<file path="config.mk">
export PLATFORM = sky130hd
export DESIGN_NAME = booth_mul_seq
export DESIGN_NICKNAME = d
export VERILOG_FILES = /design/src/rtl/booth_pkg.sv /design/src/rtl/booth_recode.sv /design/src/rtl/booth_addsub.sv /design/src/rtl/booth_shift.sv /design/src/rtl/booth_ctrl.sv /design/src/rtl/booth_mul_seq.sv
export SDC_FILE = /design/constraint.sdc
export NUM_CORES = 1
export LEC_CHECK = 0
export BUFFER_PORTS_ARGS = -buffer_cell sky130_fd_sc_hd__buf_2
export CAP_MARGIN = 20
export CELL_PAD_IN_SITES_DETAIL_PLACEMENT = 2
export CELL_PAD_IN_SITES_GLOBAL_PLACEMENT = 2
export CORE_MARGIN = 4
export CORE_UTILIZATION = 33
export CTS_CLUSTER_DIAMETER = 80
export CTS_CLUSTER_SIZE = 8
export DETAILED_ROUTE_END_ITERATION = 10
export PLACE_DENSITY_LB_ADDON = 0.2
export SYNTH_ARGS = -nofsm -noshare
export SYNTH_HDL_FRONTEND = slang
export SYNTH_SLANG_ARGS = --single-unit
</file>
<file path="constraint.sdc">
create_clock -name clk -period 2.5 [get_ports clk]
set_clock_uncertainty 0.15 [all_clocks]
set_input_delay 0.375 -clock clk [delete_from_list [all_inputs] [get_ports clk]]
set_output_delay 0.375 -clock clk [all_outputs]
set_load 0.03 [all_outputs]
</file>
<file path="src/rtl/booth_pkg.sv">
package booth_pkg;

  typedef enum logic [1:0] {
    ST_IDLE = 2'd0,
    ST_LOAD = 2'd1,
    ST_STEP = 2'd2,
    ST_DONE = 2'd3
  } booth_state_t;

  typedef enum logic [1:0] {
    OP_SHIFT = 2'd0,
    OP_ADD   = 2'd1,
    OP_SUB   = 2'd2
  } booth_op_t;

  // Radix-2 recoding of the (lsb, history) pair
  function automatic booth_op_t recode_pair(input logic lsb, input logic hist);
    case ({lsb, hist})
      2'b10:   return OP_SUB;
      2'b01:   return OP_ADD;
      default: return OP_SHIFT;
    endcase
  endfunction

endpackage

</file>
<file path="src/rtl/booth_recode.sv">
module booth_recode
  import booth_pkg::*;
(
  input  logic q_lsb,
  input  logic q_hist,
  output logic use_sum,
  output logic subtract
);
  booth_op_t op;

  always_comb begin
    op       = recode_pair(q_lsb, q_hist);
    use_sum  = (op != OP_SHIFT);
    subtract = (op == OP_SUB);
  end
endmodule

</file>
<file path="src/rtl/booth_addsub.sv">
module booth_addsub #(
  parameter int W = 5
) (
  input  logic [W-1:0] a,
  input  logic [W-1:0] b,
  input  logic         subtract,
  output logic [W-1:0] sum
);
  logic [W-1:0] b_eff;

  always_comb begin
    b_eff = b ^ {W{subtract}};
    sum   = a + b_eff + W'(subtract);
  end
endmodule

</file>
<file path="src/rtl/booth_shift.sv">
module booth_shift #(
  parameter int AW = 5,
  parameter int QW = 4
) (
  input  logic [AW-1:0] a_in,
  input  logic [QW-1:0] q_in,
  output logic [AW-1:0] a_out,
  output logic [QW-1:0] q_out,
  output logic          hist_out
);
  always_comb begin
    a_out    = {a_in[AW-1], a_in[AW-1:1]};
    q_out    = {a_in[0], q_in[QW-1:1]};
    hist_out = q_in[0];
  end
endmodule

</file>
<file path="src/rtl/booth_ctrl.sv">
module booth_ctrl
  import booth_pkg::*;
#(
  parameter int N = 4
) (
  input  logic clk,
  input  logic rst_n,
  input  logic in_valid,
  output logic in_ready,
  output logic accept,
  output logic step_en,
  output logic done
);
  localparam int CW = $clog2(N + 1);

  booth_state_t state_q, state_d;
  logic [CW-1:0] cnt_q, cnt_d;

  always_comb begin
    in_ready = (state_q == ST_IDLE);
    accept   = in_ready && in_valid;
    step_en  = (state_q == ST_STEP);
    done     = (state_q == ST_DONE);
    state_d  = state_q;
    cnt_d    = cnt_q;
    case (state_q)
      ST_IDLE: if (in_valid) state_d = ST_LOAD;
      ST_LOAD: begin
        cnt_d   = CW'(N);
        state_d = ST_STEP;
      end
      ST_STEP: begin
        cnt_d = cnt_q - 1'b1;
        if (cnt_q == CW'(1)) state_d = ST_DONE;
      end
      ST_DONE: state_d = ST_IDLE;
      default: state_d = ST_IDLE;
    endcase
  end

  always_ff @(posedge clk or negedge rst_n) begin
    if (!rst_n) begin
      state_q <= ST_IDLE;
      cnt_q   <= '0;
    end else begin
      state_q <= state_d;
      cnt_q   <= cnt_d;
    end
  end
endmodule

</file>
<file path="src/rtl/booth_mul_seq.sv">
module booth_mul_seq #(
  parameter int N = 4
) (
  input  logic           clk,
  input  logic           rst_n,
  input  logic           in_valid,
  output logic           in_ready,
  input  logic [N-1:0]   multiplicand,
  input  logic [N-1:0]   multiplier,
  output logic           done,
  output logic [2*N-1:0] product
);
  // accumulator carries one guard bit so that subtracting the most
  // negative multiplicand cannot wrap
  localparam int AW = N + 1;

  logic          accept, step_en;
  logic [AW-1:0] acc_q;
  logic [N-1:0]  mcand_q, mplier_q;
  logic          hist_q;

  logic          use_sum, subtract;
  logic [AW-1:0] mcand_ext, sum, acc_pre, acc_nxt;
  logic [N-1:0]  mplier_nxt;
  logic          hist_nxt;

  booth_ctrl #(.N(N)) u_ctrl (
    .clk      (clk),
    .rst_n    (rst_n),
    .in_valid (in_valid),
    .in_ready (in_ready),
    .accept   (accept),
    .step_en  (step_en),
    .done     (done)
  );

  booth_recode u_recode (
    .q_lsb    (mplier_q[0]),
    .q_hist   (hist_q),
    .use_sum  (use_sum),
    .subtract (subtract)
  );

  assign mcand_ext = {mcand_q[N-1], mcand_q};

  booth_addsub #(.W(AW)) u_addsub (
    .a        (acc_q),
    .b        (mcand_ext),
    .subtract (subtract),
    .sum      (sum)
  );

  assign acc_pre = use_sum ? sum : acc_q;

  booth_shift #(.AW(AW), .QW(N)) u_shift (
    .a_in     (acc_pre),
    .q_in     (mplier_q),
    .a_out    (acc_nxt),
    .q_out    (mplier_nxt),
    .hist_out (hist_nxt)
  );

  always_ff @(posedge clk or negedge rst_n) begin
    if (!rst_n) begin
      acc_q    <= '0;
      mcand_q  <= '0;
      mplier_q <= '0;
      hist_q   <= 1'b0;
    end else if (accept) begin
      acc_q    <= '0;
      mcand_q  <= multiplicand;
      mplier_q <= multiplier;
      hist_q   <= 1'b0;
    end else if (step_en) begin
      acc_q    <= acc_nxt;
      mplier_q <= mplier_nxt;
      hist_q   <= hist_nxt;
    end
  end

  assign product = {acc_q[N-1:0], mplier_q};
endmodule

</file>
==> summary.txt, run 1 <==
Floorplan
  • Std cell rows: 20
  • Boundary pin count: 21
  • Die Wd: 65.3 um
  • Initial Util: 35.0%
  • Core ar.: 0.00310 mm^2
  • DIE HEIGHT: 65.3 um
  • Area of the die: 0.00427 mm^2

Clock network
  • CTS tree: built
  • Worst skew pair latency: 0.30 ns
  • Clock root buffer: clkbuf_4
  • CTS buffer count: 3
  • Clock slew seen by the registers of the worst setup and hold paths: 0.11 ns
  • Post-CTS sizing: 0
  • CTS Buffer Depth: 2
  • H-tree levels: 1
  • CTS sink count: 18
  • Post-CTS setup buffer count: 0

Route
  • DRC viols: 0
  • Vias: 892
  • Routed Antenna Nets: 0
  • Iteration-0 DRC Markers: 15
  • Drt wl/cell: 14.7 um
  • First-pass detailed-route iteration total: 4
  • Via/cell ratio: 4.96
  • Final wirelength: 2.65 mm

STA
  • Pins Over Slew Limit: 0
  • RSZ-0062 raised after global routing: no
  • Final Cycle Share: 90.8%
  • Fin Setup TNS: 0 ns
  • Worst-case hold slack: 0.111 ns
  • Slew @ Worst Pin: 0.609 ns
  • Slew HR: 59.4%
  • Final setup violation count: 0
  • Fin. Hold Viols: 0
  • Min Tclk post-route: 2.27 ns
  • Max Freq: 440 MHz

Place
  • Gp weighted congestion: 0.720
  • IO buf count: 20
  • DPL Wire Length: 2.02 mm
  • Placed cell area: 0.00122 mm^2

Final layout
  • ANT cells: 0
  • Core Util, Final: 40.7%
  • Post-Layout Inst Area: 0.00126 mm^2
  • Final #Nets: 159
  • Share of post-route cells with drive strength above 1: 19.9%
  • Area growth syn-to-layout: 16.5%

Synth
  • Synth top area share: 41.5%
  • Seq cells post-synth: 18
  • Area leader, netlist: dfrtp_1
  • Synth area leaders: dfrtp_1 42%, ha_1 12%, nand2_1 8.3%
  • Ys flop type: dfrtp_1
  • Register area share after synthesis: 41.5%
  • Cell variety after synth: 26
  • Mapped Cells: 115
  • Syn avg cell area: 9.43 um^2
  • Ys Warns: 0
  • Async SR Flop Fraction: 100%
  • Post-Syn Area: 0.00108 mm^2
  • Syn Nets: 137
  • Post-synth EDFFs: 0

Power
  • VDD IR-drop max: 0.000481 V
  • Sw Ratio: 48.7%
  • Power after layout: 1.98 mW
  • Part of the power in registers: 27.3%
  • Combinational power share: 63.2%
  • P_sw: 963 uW
  • Internal Power: 1.02 mW
  • Leakage power: 0.622 nW
  • PwrDens: 1570 mW/mm^2
  • Clock Power Share: 9.5%

Worst setup path
  • Worst Path Required: 2.56 ns
  • Crit path buffers/inverters: 2
  • CP startpoint kind: register
  • Most used cell, CP: inv_1
  • Setup CP Type: reg -> reg
  • CP Max Fanout: 4
  • WP data arrival: 2.33 ns
  • Crit path largest cell delay: 0.45 ns
  • CP Capture Type: register
  • CP max stage cell: fa_1
  • Top cell family by delay on the critical path: adder cells
  • Critical-path cell list: inv_1, ha_1, xor2_1, inv_1, fa_1, xnor2_1, nand2_1, a311oi_1

Global routing
  • Largest net degree at the start of global routing: 19
  • GRT overflow: 0
  • First-pass GRT wire length: 4.52 mm
  • Global Route Usage Sum: 13.6%
  • Vias in the first global route: 985
  • Initial antenna violation count: 0

Min path
  • Min-delay worst type: in -> reg

Flow run
  • Max-Cap Viols: 0

Status
  • Status: complete, no violations
-- kinds of logic (layout without fill, tap and decap cells) --
group,count (synthesis),in the layout,synth area share [%]
compound gates,19,19,10.2
xor+xnor,5,5,4.04
fa+ha+maj,11,11,13.4
buf+inv,13,34,5.54
flops,18,18,41.5
mux,9,9,8.77
simple gates,40,40,16.6
-- path summary, 6_finish.rpt --
check                                      from               to  slack, ns  cells after the start
worst min register to register       mcand_q[2]       mcand_q[2]       0.39                      2
worst min-delay path            multiplicand[2]       mcand_q[2]       0.11                      3
max in group asynchronous                 rst_n       mcand_q[1]       1.52                      2
min in group asynchronous                 rst_n  u_ctrl.cnt_q[2]       0.38                      2
worst max-delay path                     hist_q         acc_q[1]       0.23                      8
worst max register to register           hist_q         acc_q[1]       0.23                      8
-- synth_stat cells (2+ instances only) --
| cell type | count |
|---|---|
| mux2i_1 | 8 |
| a21oi_1 | 4 |
| o21ai_0 | 10 |
| a311oi_1 | 2 |
| nand3_1 | 2 |
| nor2b_1 | 2 |
| buf_4 | 2 |
| xnor2_1 | 2 |
| buf_2 | 3 |
| xor2_1 | 3 |
| nand2b_1 | 3 |
| ha_1 | 10 |
| nand2_1 | 24 |
| dfrtp_1 | 18 |
| nor2_1 | 4 |
| inv_1 | 8 |
-- power by group through the flow --
stage	Sequential, mW	Combinational, mW	Clock, mW
4_1_cts	0.547	1.29	0.194
3_5_place_dp	0.551	1.27	0
2_1_floorplan	0.618	0.884	0
3_3_place_gp	0.539	1.19	0
5_1_grt	0.565	1.41	0.211
6_report	0.541	1.25	0.188
-- per-stage QoR --
stage | cells | setup WS, ns
2_1_floorplan | 115 | 0.500
3_3_place_gp | 175 | 0.424
3_5_place_dp | 175 | 0.233
4_1_cts | 180 | 0.193
5_1_grt | 180 | 0.00254
6_report | 180 | 0.229
-- worst register-to-register path: cells and delay by family, from the launching register on --
| family | cells | cell delay, ns |
|---|---|---|
| adders and majority gates | 2 | 0.71 |
| xor gates and xnor gates | 2 | 0.42 |
| DFF | 1 | 0.40 |
| AOI/OAI and AO/OA | 1 | 0.28 |
| buffers and inverters | 2 | 0.15 |
| and+or+nand+nor | 1 | 0.07 |
-- metal layers --
metal	track usage [%]	wire (um)	vias up
li1	-	-	425
met4	1.55	9	0
met1	16.3	1170	445
met5	0	0	-
met2	24.1	1330	20
met3	4.79	128	2
-- flip-flops by register name, indices dropped and copies added (netlist names) --
register	flops
acc_q	4
mcand_q	4
mplier_q	4
u_ctrl.cnt_q	3
u_ctrl.state_q	2
hist_q	1
-- final cells by class --
| cell class | instances | area [um^2] |
|---|---|---|
| Sequential cell | 18 | 450 |
| Timing Repair Buffer | 22 | 118 |
| Multi-Input combinational cell | 84 | 574 |
| Clock buffer | 4 | 36.3 |
| Inverter | 8 | 30.0 |
| Fill cell | 374 | 1840 |
| Tap cell | 44 | 55.1 |
-- what timing repair did --
item                                    4_1_cts  5_1_grt
endpoints found under the hold margin        18        0
hold buffers                                  1        0
endpoints found under the setup margin        0        0
-- cell usage in the layout, fill, tap and decap left out, drive strengths merged, types with 2 or more instances in the layout --
cell type   n
nand2b      3
o21ai      12
nand3       2
a21oi       4
a311oi      2
clkbuf      4
xor2        3
buf        21
nor2b       2
mux2i       8
nand2      24
dfrtp      18
xnor2       2
ha         10
inv         8
nor2        4
Note: power is estimated with default switching activity, not from simulation.
==> inputs of run 2 (changes only) <==
--- a/config.mk
+++ b/config.mk
@@ -10,7 +10,8 @@
 export CELL_PAD_IN_SITES_DETAIL_PLACEMENT = 2
 export CELL_PAD_IN_SITES_GLOBAL_PLACEMENT = 2
 export CORE_MARGIN = 4
-export CORE_UTILIZATION = 33
+export CORE_UTILIZATION = 34
+export CTS_BUF_LIST = sky130_fd_sc_hd__clkbuf_8
 export CTS_CLUSTER_DIAMETER = 80
 export CTS_CLUSTER_SIZE = 8
 export DETAILED_ROUTE_END_ITERATION = 10
==> run 2 against run 1 <==
Against the previous run:
- non-clock buffer count stayed put
- routed wire length is 3.0% higher
- sequential cell count is the same
- critical path type unchanged
==> summary.txt, run 2 (synthesis gave the netlist of run 1 again) <==
Worst setup path
  • CP Capture Type: register (unchanged)
  • CP startpoint kind: register (unchanged)
  • CP Max Fanout: 4 (unchanged)
  • WP data arrival: 2.19 ns (was 2.33 ns)
  • Worst Path Required: 2.51 ns (was 2.56 ns)
  • Setup CP Type: reg -> reg (unchanged)
  • Reg2reg setup slack: 0.32 ns (was 0.23 ns)
  • Reg2reg path depth: 8 (unchanged)

STA
  • Final setup violation count: 0 (unchanged)
  • Fin. Hold Viols: 0 (unchanged)
  • Final Cycle Share: 87.3% (was 90.8%)
  • Fin Setup TNS: 0 ns (unchanged)
  • Max Freq: 458 MHz (was 440 MHz)
  • Slew HR: 58.7% (was 59.4%)
  • Min Tclk post-route: 2.18 ns (was 2.27 ns)
  • RSZ-0062 raised after global routing: no (unchanged)
  • Slew @ Worst Pin: 0.619 ns (was 0.609 ns)
  • Pins Over Slew Limit: 0 (unchanged)

Flow run
  • Max-Cap Viols: 0 (unchanged)

Final layout
  • ANT cells: 0 (unchanged)
  • Most frequent cells in the layout: 24 x nand2_1, 20 x buf_2, 18 x dfrtp_1 (unchanged)
  • Most common cell after layout, fill and taps aside: nand2_1 (unchanged)
  • Area growth syn-to-layout: 18.2% (was 16.5%)
  • Final #Nets: 159 (unchanged)
  • Share of post-route cells with drive strength above 1: 19.9% (unchanged)
  • Post-Layout Inst Area: 0.00128 mm^2 (was 0.00126 mm^2)
  • Top flop regs: acc_q (4), mcand_q (4), mplier_q (4) (unchanged)

Clock network
  • CTS tree: built (unchanged)
  • Worst skew pair latency: 0.26 ns (was 0.30 ns)
  • H-tree levels: 1 (unchanged)
  • CTS Buffer Depth: 2 (unchanged)
  • Clock root buffer: clkbuf_8 (was clkbuf_4)
  • Clock slew seen by the registers of the worst setup and hold paths: 0.07 ns (was 0.11 ns)
  • CTS sink count: 18 (unchanged)
  • CTS buffer count: 3 (unchanged)

Route
  • Via/cell ratio: 4.88 (was 4.96)
  • Final wirelength: 2.73 mm (was 2.65 mm)
  • Drt wl/cell: 15.1 um (was 14.7 um)
  • DRC viols: 0 (unchanged)
  • Vias: 879 (was 892)
  • Iteration-0 DRC Markers: 26 (was 15)
  • Routed Antenna Nets: 0 (unchanged)
  • First-pass detailed-route iteration total: 2 (was 4)

Global routing
  • Largest net degree at the start of global routing: 19 (unchanged)
  • First-pass GRT wire length: 4.82 mm (was 4.52 mm)
  • Vias in the first global route: 1,008 (was 985)
  • Initial antenna violation count: 0 (unchanged)
  • GRT overflow: 0 (unchanged)
  • Global Route Usage Sum: 15.2% (was 13.6%)

Floorplan
  • Initial Util: 35.5% (was 35.0%)
  • Die Wd: 64.5 um (was 65.3 um)
  • Boundary pin count: 21 (unchanged)
  • DIE HEIGHT: 64.5 um (was 65.3 um)
  • Area of the die: 0.00416 mm^2 (was 0.00427 mm^2)
  • Std cell rows: 20 (unchanged)
  • Core ar.: 0.00305 mm^2 (was 0.00310 mm^2)

Power
  • Internal Power: 1.07 mW (was 1.02 mW)
  • Sw Ratio: 48.1% (was 48.7%)
  • Part of the power in registers: 26.2% (was 27.3%)
  • Clock Power Share: 12.0% (was 9.5%)
  • P_sw: 993 uW (was 963 uW)
  • Combinational power share: 61.9% (was 63.2%)
  • Leakage power: 0.630 nW (was 0.622 nW)
  • VDD IR-drop max: 0.000478 V (was 0.000481 V)
  • PwrDens: 1610 mW/mm^2 (was 1570 mW/mm^2)

Place
  • Gp weighted congestion: 0.752 (was 0.720)
  • DPL Wire Length: 2.00 mm (was 2.02 mm)
  • IO buf count: 20 (unchanged)
  • Placed cell area: 0.00122 mm^2 (unchanged)

Status
  • Status: complete, no violations (unchanged)

Min path
  • Min-delay worst type: in -> reg (unchanged)
  • Worst hold stages: 3 (unchanged)
[run 2: metrics by stage]
step / hold WS, ns / utilization (%) / instances / total power [mW] / worst slack [ns]
global placement: 0.183 / 39.9 / 175 / 1.75 / 0.413
floorplan: -0.0706 / - / 115 / 1.50 / 0.500
global route: 0.151 / 42.0 / 180 / 2.28 / 0.107
detailed placement: 0.193 / 39.9 / 175 / 1.82 / 0.289
finish: 0.150 / 42.0 / 180 / 2.06 / 0.318
CTS: 0.149 / 42.0 / 180 / 2.11 / 0.280
[run 2: area by class of cell]
class	instances	area, um^2
fillers	362	1770
multi-input cells	84	574
well taps	44	55.1
flip-flops and latches	18	450
repair buffers	22	118
inverters	8	30.0
clock buffers	4	55.1
[run 2: layer usage]
metal | wire length (um) | up-vias | track usage, % | share of wire [%]
met4 | 46 | 0 | 6.33 | 1.7
met3 | 78 | 6 | 2.08 | 2.9
met1 | 1140 | 434 | 17.6 | 42
li1 | - | 424 | - | -
met5 | 0 | - | 0 | 0
met2 | 1460 | 15 | 27.8 | 54
[run 2: timing repair]
action | CTS | global route
gates resized for setup | 0 | 0
hold buffers | 1 | 0
hold endpoints to repair | 18 | 0
buffers inserted | 0 | 0
[run 2: final timing paths]
check | start | endpoint
worst min register to register | mcand_q[3] | mcand_q[3]
max in group asynchronous | rst_n | mplier_q[3]
worst max register to register | hist_q | acc_q[1]
worst max-delay path | hist_q | acc_q[1]
min in group asynchronous | rst_n | acc_q[3]
worst min-delay path | multiplicand[1] | mcand_q[1]
[run 2: critical path, stage by stage, from the launching register on]
cell and delay (ns):
dfrtp_1 0.39, inv_1 0.06, ha_1 0.24, xor2_1 0.22, inv_1 0.09, fa_1 0.43
xnor2_1 0.17, nand2_1 0.07, a311oi_1 0.26
[run 2: power by group through the flow]
stage | Clock [mW] | Sequential (mW) | Combinational, mW
after detailed placement | 0 | 0.550 | 1.27
after floorplan | 0 | 0.618 | 0.884
after CTS | 0.256 | 0.547 | 1.30
after global placement | 0 | 0.540 | 1.21
final | 0.247 | 0.541 | 1.28
after global routing | 0.272 | 0.570 | 1.44
